<file path="src/rtl/srs_pkg.sv">
package srs_pkg;

    localparam int BANK_W    = 2;
    localparam int ROW_W     = 13;
    localparam int COL_W     = 10;
    localparam int BEAT_W    = 4;
    localparam int BURST_LEN = 8;
    localparam int NUM_BANKS = 1 << BANK_W;

    // {RAS#, CAS#, WE#}
    typedef enum logic [2:0] {
        CMD_ACT = 3'b011,
        CMD_PRE = 3'b010,
        CMD_RD  = 3'b101,
        CMD_BST = 3'b110,
        CMD_NOP = 3'b111
    } cmd_e;

    typedef enum logic [2:0] {
        S_IDLE, S_PRE, S_TRP, S_ACT, S_TRCD, S_RD, S_BURST
    } seq_state_e;

    typedef struct packed {
        logic [BANK_W-1:0] bank;
        logic [ROW_W-1:0]  row;
        logic [COL_W-1:0]  col;
        logic [BEAT_W-1:0] beats;
    } rd_req_t;

    function automatic logic [BEAT_W-1:0] clamp_beats(input logic [BEAT_W-1:0] b);
        if (b == '0 || int'(b) > BURST_LEN)
            return BEAT_W'(BURST_LEN);
        return b;
    endfunction

    function automatic logic [1:0] cas_cycles(input logic cas3);
        return cas3 ? 2'd3 : 2'd2;
    endfunction

endpackage

</file>
<file path="src/rtl/srs_row_table.sv">
module srs_row_table import srs_pkg::*; #(
    parameter int BW = BANK_W,
    parameter int RW = ROW_W
) (
    input  logic          clk,
    input  logic          rst,
    input  logic [BW-1:0] lk_bank,
    input  logic [RW-1:0] lk_row,
    output logic          lk_open,
    output logic          lk_hit,
    input  logic          act_en,
    input  logic [BW-1:0] act_bank,
    input  logic [RW-1:0] act_row,
    input  logic          pre_en,
    input  logic [BW-1:0] pre_bank
);
    localparam int NB = 1 << BW;

    logic          open_q [NB];
    logic [RW-1:0] row_q  [NB];

    for (genvar g = 0; g < NB; g++) begin : g_bank
        always_ff @(posedge clk) begin
            if (rst) begin
                open_q[g] <= 1'b0;
                row_q[g]  <= '0;
            end else if (act_en && act_bank == BW'(g)) begin
                open_q[g] <= 1'b1;
                row_q[g]  <= act_row;
            end else if (pre_en && pre_bank == BW'(g)) begin
                open_q[g] <= 1'b0;
            end
        end
    end

    assign lk_open = open_q[lk_bank];
    assign lk_hit  = open_q[lk_bank] && (row_q[lk_bank] == lk_row);

    // activation only ever targets a closed bank
    a_r3_act_on_closed: assert property (@(posedge clk) disable iff (rst)
        act_en |-> !open_q[act_bank]);

    // precharge only ever targets an open bank
    a_r4_pre_on_open: assert property (@(posedge clk) disable iff (rst)
        pre_en |-> open_q[pre_bank]);

endmodule

</file>
<file path="src/rtl/srs_burst_timer.sv">
module srs_burst_timer import srs_pkg::*; #(
    parameter int CW = 5
) (
    input  logic              clk,
    input  logic              rst,
    input  logic              start,
    input  logic [BEAT_W-1:0] beats_i,
    input  logic              cas3_i,
    output logic              bst_o,
    output logic              valid_o,
    output logic              done_o
);
    logic          active;
    logic [CW-1:0] cyc, n_q, cl_q, last;

    always_ff @(posedge clk) begin
        if (rst) begin
            active <= 1'b0;
            cyc    <= '0;
            n_q    <= '0;
            cl_q   <= '0;
        end else if (start) begin
            active <= 1'b1;
            cyc    <= CW'(1);
            n_q    <= CW'(beats_i);
            cl_q   <= CW'(cas_cycles(cas3_i));
        end else if (active) begin
            if (done_o) active <= 1'b0;
            cyc <= cyc + 1'b1;
        end
    end

    assign last    = cl_q + n_q - 1'b1;
    assign valid_o = active && cyc >= cl_q && cyc <= last;
    assign bst_o   = active && cyc == n_q && n_q < CW'(BURST_LEN);
    assign done_o  = active && cyc == last;

    // checker: beats flagged since the READ
    logic [CW-1:0] vcnt;
    always_ff @(posedge clk) begin
        if (rst || start) vcnt <= '0;
        else if (valid_o) vcnt <= vcnt + 1'b1;
    end

    // the last valid beat is the n-th one
    a_r6_beat_count: assert property (@(posedge clk) disable iff (rst)
        done_o |-> (vcnt + 1'b1) == n_q);

endmodule

</file>
<file path="src/rtl/sdram_rd_seq.sv">
module sdram_rd_seq import srs_pkg::*; #(
    parameter int TW = 4
) (
    input  logic              clk,
    input  logic              rst,
    input  logic [TW-1:0]     cfg_trp,
    input  logic [TW-1:0]     cfg_trcd,
    input  logic              cfg_cas3,
    input  logic              req_valid,
    output logic              req_ready,
    input  logic [BANK_W-1:0] req_bank,
    input  logic [ROW_W-1:0]  req_row,
    input  logic [COL_W-1:0]  req_col,
    input  logic [BEAT_W-1:0] req_beats,
    input  logic              req_seq,
    output logic [2:0]        cmd,
    output logic [BANK_W-1:0] cmd_bank,
    output logic [ROW_W-1:0]  cmd_addr,
    output logic              rd_valid
);
    seq_state_e        state;
    rd_req_t           cur;
    logic [TW-1:0]     wcnt;
    logic [BANK_W-1:0] last_bank;
    logic [ROW_W-1:0]  last_row;
    logic              have_last;

    logic              accept, seq_use, lk_open, lk_hit;
    logic [BANK_W-1:0] eff_bank;
    logic [ROW_W-1:0]  eff_row;
    logic              bst, done;
    cmd_e              cmd_c;

    assign req_ready = (state == S_IDLE);
    assign accept    = req_valid && req_ready;
    assign seq_use   = req_seq && have_last;
    assign eff_bank  = seq_use ? last_bank : req_bank;
    assign eff_row   = seq_use ? last_row  : req_row;

    srs_row_table #(.BW(BANK_W), .RW(ROW_W)) i_rows (
        .clk      (clk),
        .rst      (rst),
        .lk_bank  (eff_bank),
        .lk_row   (eff_row),
        .lk_open  (lk_open),
        .lk_hit   (lk_hit),
        .act_en   (state == S_ACT),
        .act_bank (cur.bank),
        .act_row  (cur.row),
        .pre_en   (state == S_PRE),
        .pre_bank (cur.bank)
    );

    srs_burst_timer #(.CW(5)) i_burst (
        .clk     (clk),
        .rst     (rst),
        .start   (state == S_RD),
        .beats_i (cur.beats),
        .cas3_i  (cfg_cas3),
        .bst_o   (bst),
        .valid_o (rd_valid),
        .done_o  (done)
    );

    always_ff @(posedge clk) begin
        if (rst) begin
            state     <= S_IDLE;
            cur       <= '0;
            wcnt      <= '0;
            last_bank <= '0;
            last_row  <= '0;
            have_last <= 1'b0;
        end else begin
            unique case (state)
                S_IDLE: if (accept) begin
                    cur       <= '{bank: eff_bank, row: eff_row, col: req_col,
                                   beats: clamp_beats(req_beats)};
                    last_bank <= eff_bank;
                    last_row  <= eff_row;
                    have_last <= 1'b1;
                    if (seq_use || lk_hit) state <= S_RD;
                    else if (!lk_open)     state <= S_ACT;
                    else                   state <= S_PRE;
                end
                S_PRE: begin
                    wcnt  <= cfg_trp;
                    state <= (cfg_trp == '0) ? S_ACT : S_TRP;
                end
                S_TRP: begin
                    wcnt <= wcnt - 1'b1;
                    if (wcnt == TW'(1)) state <= S_ACT;
                end
                S_ACT: begin
                    wcnt  <= cfg_trcd;
                    state <= (cfg_trcd == '0) ? S_RD : S_TRCD;
                end
                S_TRCD: begin
                    wcnt <= wcnt - 1'b1;
                    if (wcnt == TW'(1)) state <= S_RD;
                end
                S_RD:    state <= S_BURST;
                S_BURST: if (done) state <= S_IDLE;
                default: state <= S_IDLE;
            endcase
        end
    end

    always_comb begin
        cmd_c    = CMD_NOP;
        cmd_addr = '0;
        unique case (state)
            S_PRE:   cmd_c = CMD_PRE;
            S_ACT: begin
                cmd_c    = CMD_ACT;
                cmd_addr = cur.row;
            end
            S_RD: begin
                cmd_c    = CMD_RD;
                cmd_addr = ROW_W'(cur.col);
            end
            S_BURST: if (bst) cmd_c = CMD_BST;
            default: cmd_c = CMD_NOP;
        endcase
    end

    assign cmd      = cmd_c;
    assign cmd_bank = cur.bank;

    // checker: cycles since the last PRECHARGE
    logic [TW:0] pre_gap;
    logic        pre_seen;
    always_ff @(posedge clk) begin
        if (rst) begin
            pre_gap  <= '0;
            pre_seen <= 1'b0;
        end else if (cmd_c == CMD_PRE) begin
            pre_gap  <= (TW+1)'(1);
            pre_seen <= 1'b1;
        end else begin
            if (pre_gap != '1) pre_gap <= pre_gap + 1'b1;
            if (cmd_c == CMD_ACT) pre_seen <= 1'b0;
        end
    end

    // ACTIVATE after PRECHARGE keeps the programmed gap
    a_r4_trp_gap: assert property (@(posedge clk) disable iff (rst)
        (cmd == 3'b011 && pre_seen) |-> pre_gap == ({1'b0, cfg_trp} + 1'b1));

    // an open-page hit reads on the very next cycle
    a_r2_hit_reads: assert property (@(posedge clk) disable iff (rst)
        (req_valid && req_ready && !seq_use && lk_hit) |=> cmd == 3'b101);

    // a continuation reads on the very next cycle
    a_r8_seq_reads: assert property (@(posedge clk) disable iff (rst)
        (req_valid && req_ready && seq_use) |=> cmd == 3'b101);

    // no data beat while the sequencer takes requests
    a_r10_ready_quiet: assert property (@(posedge clk) disable iff (rst)
        req_ready |-> !rd_valid);

endmodule

</file>
<file path="config.mk">
export PLATFORM = sky130hd
export DESIGN_NAME = sdram_rd_seq
export DESIGN_NICKNAME = d
export VERILOG_FILES = /design/src/rtl/srs_pkg.sv /design/src/rtl/srs_row_table.sv /design/src/rtl/srs_burst_timer.sv /design/src/rtl/sdram_rd_seq.sv
export SDC_FILE = /design/constraint.sdc
export NUM_CORES = 1
export LEC_CHECK = 0
export ABC_CLOCK_PERIOD_IN_PS = 3700
export BUFFER_PORTS_ARGS = -buffer_cell sky130_fd_sc_hd__clkbuf_2
export CORE_MARGIN = 5
export CORE_UTILIZATION = 59
export DETAILED_ROUTE_END_ITERATION = 8
export PLACE_DENSITY = 0.8
export SYNTH_ARGS = -nofsm -noshare
export SYNTH_HDL_FRONTEND = slang
export SYNTH_SLANG_ARGS = --single-unit
</file>
<file path="constraint.sdc">
create_clock -name clk -period 3.7 [get_ports clk]
set_input_delay 0.74 -clock clk [delete_from_list [all_inputs] [get_ports clk]]
set_output_delay 0.74 -clock clk [all_outputs]
set_load 0.02 [all_outputs]
</file>
==> key figures <==
Status
  • Run status: finished, final reports clean

Yosys
  • Syn Inst Count: 619
  • Synth cell types: 65
  • Synthesized area: 0.00586 sq mm
  • #FFs+latches synth: 105
  • Sequential-to-total area share from yosys stat: 0.454
  • Leading area contributor after synthesis: edfxtp_1
  • Post-synth ARST share: 0
  • Syn nets: 677
  • Share of the synthesized area in the top cell type: 0.287
  • YS warnings: 0
  • Top FF cell, synth: edfxtp_1
  • Post-synth EDFFs: 56
  • Post-Syn Area per Cell: 9.47 sq um
  • Area contributors post-synth: edfxtp_1 (29%), dfxtp_1 (17%), and2_1 (5.8%)

Timing
  • Slew HR: 0.434
  • Unrepaired setup endpoints after global routing: no
  • Crit path time final: 3560 ps
  • Setup TNS: 0 ps
  • # setup viols final: 0
  • Maximum clock frequency: 0.281 GHz
  • Hold_ws: 457 ps
  • Final Max Tran Viols: 0
  • Tightest Pin Transition: 850 ps
  • Final setup skew: 13.2 ps
  • Fin crit share: 0.962
  • Final Hold Fails: 0

Route
  • DRT antenna net count: 0
  • Routed WL: 14,900 um
  • Metal3 WL: 1250 um
  • Initial DRC Count: 367
  • Routed WL per cell: 18.5 um
  • WL met2: 7310 um
  • Vias/cell: 6.02
  • WL met1: 5940 um
  • Top Layer Used: met4
  • Via count: 4,861
  • DRC: 0
  • TritonRoute pass-1 iters: 7

Clock tree
  • H-tree lvl count: 3
  • Root Driver: clkbuf_8
  • Worst-case clock buffer depth: 2
  • CTS tree: yes
  • Worst-path clk slew: 100 ps
  • Hold Buf Count CTS: 0
  • Later-pin clock latency in the skew report: 380 ps
  • CTS Sinks: 105
  • TritonCTS Buffers: 9

Finish
  • ANT cells: 0
  • Final Core Density: 0.667
  • Layout Cells excl Fill: 807
  • Nets@finish: 727
  • Share of layout cells above drive strength 1: 0.196
  • Area Growth Syn to Fin: 10.7%

Place
  • Routability cong.: 0.916
  • Placed Cells: 790
  • Hpwl dp: 10,400 um
  • Buffers on Ports: 61

Floorplanning
  • Chip Height: 110 um
  • Initial Util: 0.602
  • Core area: 0.00973 sq mm
  • I/O pin total: 62
  • Core Rows: 36
  • DIE AREA: 0.0120 sq mm
  • Width of the die: 110 um

Worst setup path
  • WS Path Type: reg -> out
  • Crit-path cells: inv_1, ha_1, inv_1, ha_2, fa_2, xnor2_2, ha_1, and4_4, a21oi_2, nand2_1, a21oi_2, buf_4
  • Startpoint types: flip-flop
  • Worst setup EP type: primary output
  • Critical Path RT: 2960 ps
  • CP Max Fanout: 3
  • Buf/Inv on CP: 3
  • Delay-heaviest family, CP: adder cells
  • CP max stage delay: 360 ps
  • Worst path slowest cell: fa_2
  • Arr. time, crit path: 2820 ps

Global route
  • Tot GR Track Use: 0.259
  • Total grt overflow: 0
  • First-pass GRT wire length: 24,000 um
  • Largest net degree at the start of global routing: 32
  • Vias in the first global route: 4,848
  • Initial antenna violation count: 0

Power and ir drop
  • Power Total: 3630 uW
  • Static Leakage: 0.00270 uW
  • Pwr/cell area: 559 mW/mm^2
  • Max IR drop VDD: 0.000275 V

Flow run
  • Max Cap Viol: 0

Min path
  • Min-Delay Path Class: reg -> reg
## placed cells by master (no fill, tap or decap), types with 9 or more instances in the layout
| master | instances |
|---|---|
| ha_1 | 13 |
| nand3_1 | 17 |
| buf_4 | 18 |
| dfxtp_1 | 48 |
| a22o_1 | 10 |
| and3_1 | 11 |
| mux2i_1 | 26 |
| edfxtp_1 | 56 |
| a21oi_1 | 51 |
| inv_1 | 25 |
| nor2_1 | 39 |
| nor3_1 | 18 |
| and2_1 | 54 |
| nand2_1 | 75 |
| clkbuf_2 | 60 |
| nor4_1 | 10 |
| xor2_1 | 15 |
| clkbuf_8 | 9 |
| mux2_2 | 10 |
## worst min-delay path, delay by kind of cell, from the launching register on
family / cells / cell delay, ps
AND/OR/NAND/NOR: 1 / 50
AO/OA/AOI/OAI: 1 / 50
flip-flops: 1 / 320
## path summary, 6_finish.rpt
| check | start | end | slack, ps | depth (start not counted) |
|---|---|---|---|---|
| worst max-delay path | i_burst.cl_q[1] | rd_valid | 140 | 12 |
| worst min register to register | cur[2] | cur[2] | 460 | 2 |
| worst min-delay path | cur[2] | cur[2] | 460 | 2 |
| worst max register to register | i_burst.cl_q[1] | state[2] | 780 | 13 |
## report_power, final
part / switching, uW / internal, uW / leakage (uW)
Sequential: 185 / 1390 / 0.000980
Clock: 427 / 251 / 0.0000904
Combinational: 859 / 510 / 0.00163
## cells by family after synthesis
logic type,Yosys count,share of synthesized area
simple gates,246,0.214
buf+inv,65,0.0491
xor+xnor,23,0.0344
flops,105,0.454
mux,40,0.0745
fa+ha+maj,16,0.0354
compound gates,124,0.138
## timing repair
| action | 4_1_cts | 5_1_grt |
|---|---|---|
| cloned | 0 | 0 |
| pin swaps | 1 | 2 |
| resized for setup | 1 | 11 |
| setup buffers | 0 | 1 |
| endpoints found under the setup margin | 1 | 1 |
| endpoints found under the hold margin | 0 | 0 |
## stage by stage
stage	setup slack, ps	instance area (sq um)
finish	140	6490
CTS	2.94	6440
global route	46.9	6490
detailed placement	362	6260
global placement	530	6260
floorplan	539	5860
## synthesized netlist by cell type, types with 3 or more instances
library cell and count:
a211oi_1 8, a21o_1 5, a21oi_1 54, a22o_1 10, a31oi_1 8, and2_1 54
and3_1 11, buf_4 5, buf_6 3, clkbuf_1 27, dfxtp_1 49, edfxtp_1 56
ha_1 15, inv_1 25, mux2_2 10, mux2i_1 26, nand2_1 75, nand2b_1 3
nand3_1 17, nand3b_1 4, nor2_1 39, nor3_1 18, nor4_1 10, o21ai_0 9
o21ai_1 5, o22ai_1 3, xnor2_1 8, xor2_1 15
## final cells by class
type | count | area [sq um]
timing repair buffer | 78 | 435
clock buffer | 9 | 124
inverter | 26 | 97.6
fill | 784 | 3240
multi-input combinational | 449 | 2950
tap | 133 | 166
sequential | 105 | 2660
clock inverter | 7 | 52.6
## metal layers
| layer | GRT usage | vias to the layer above |
|---|---|---|
| li1 | - | 2288 |
| met1 | 0.339 | 2283 |
| met2 | 0.437 | 250 |
| met3 | 0.0329 | 40 |
| met4 | 0.104 | 0 |
| met5 | 0 | - |
## flip-flops by register name, indices dropped and copies added, names as in the netlist
name and count:
i_rows.row_q 52, cur 14, last_row 13, i_burst.cyc 5, i_burst.n_q 4, i_rows.open_q 4, wcnt 4, state 3
i_burst.cl_q 2, last_bank 2, have_last 1, i_burst.active 1
Note: power is estimated with default switching activity, not from simulation.
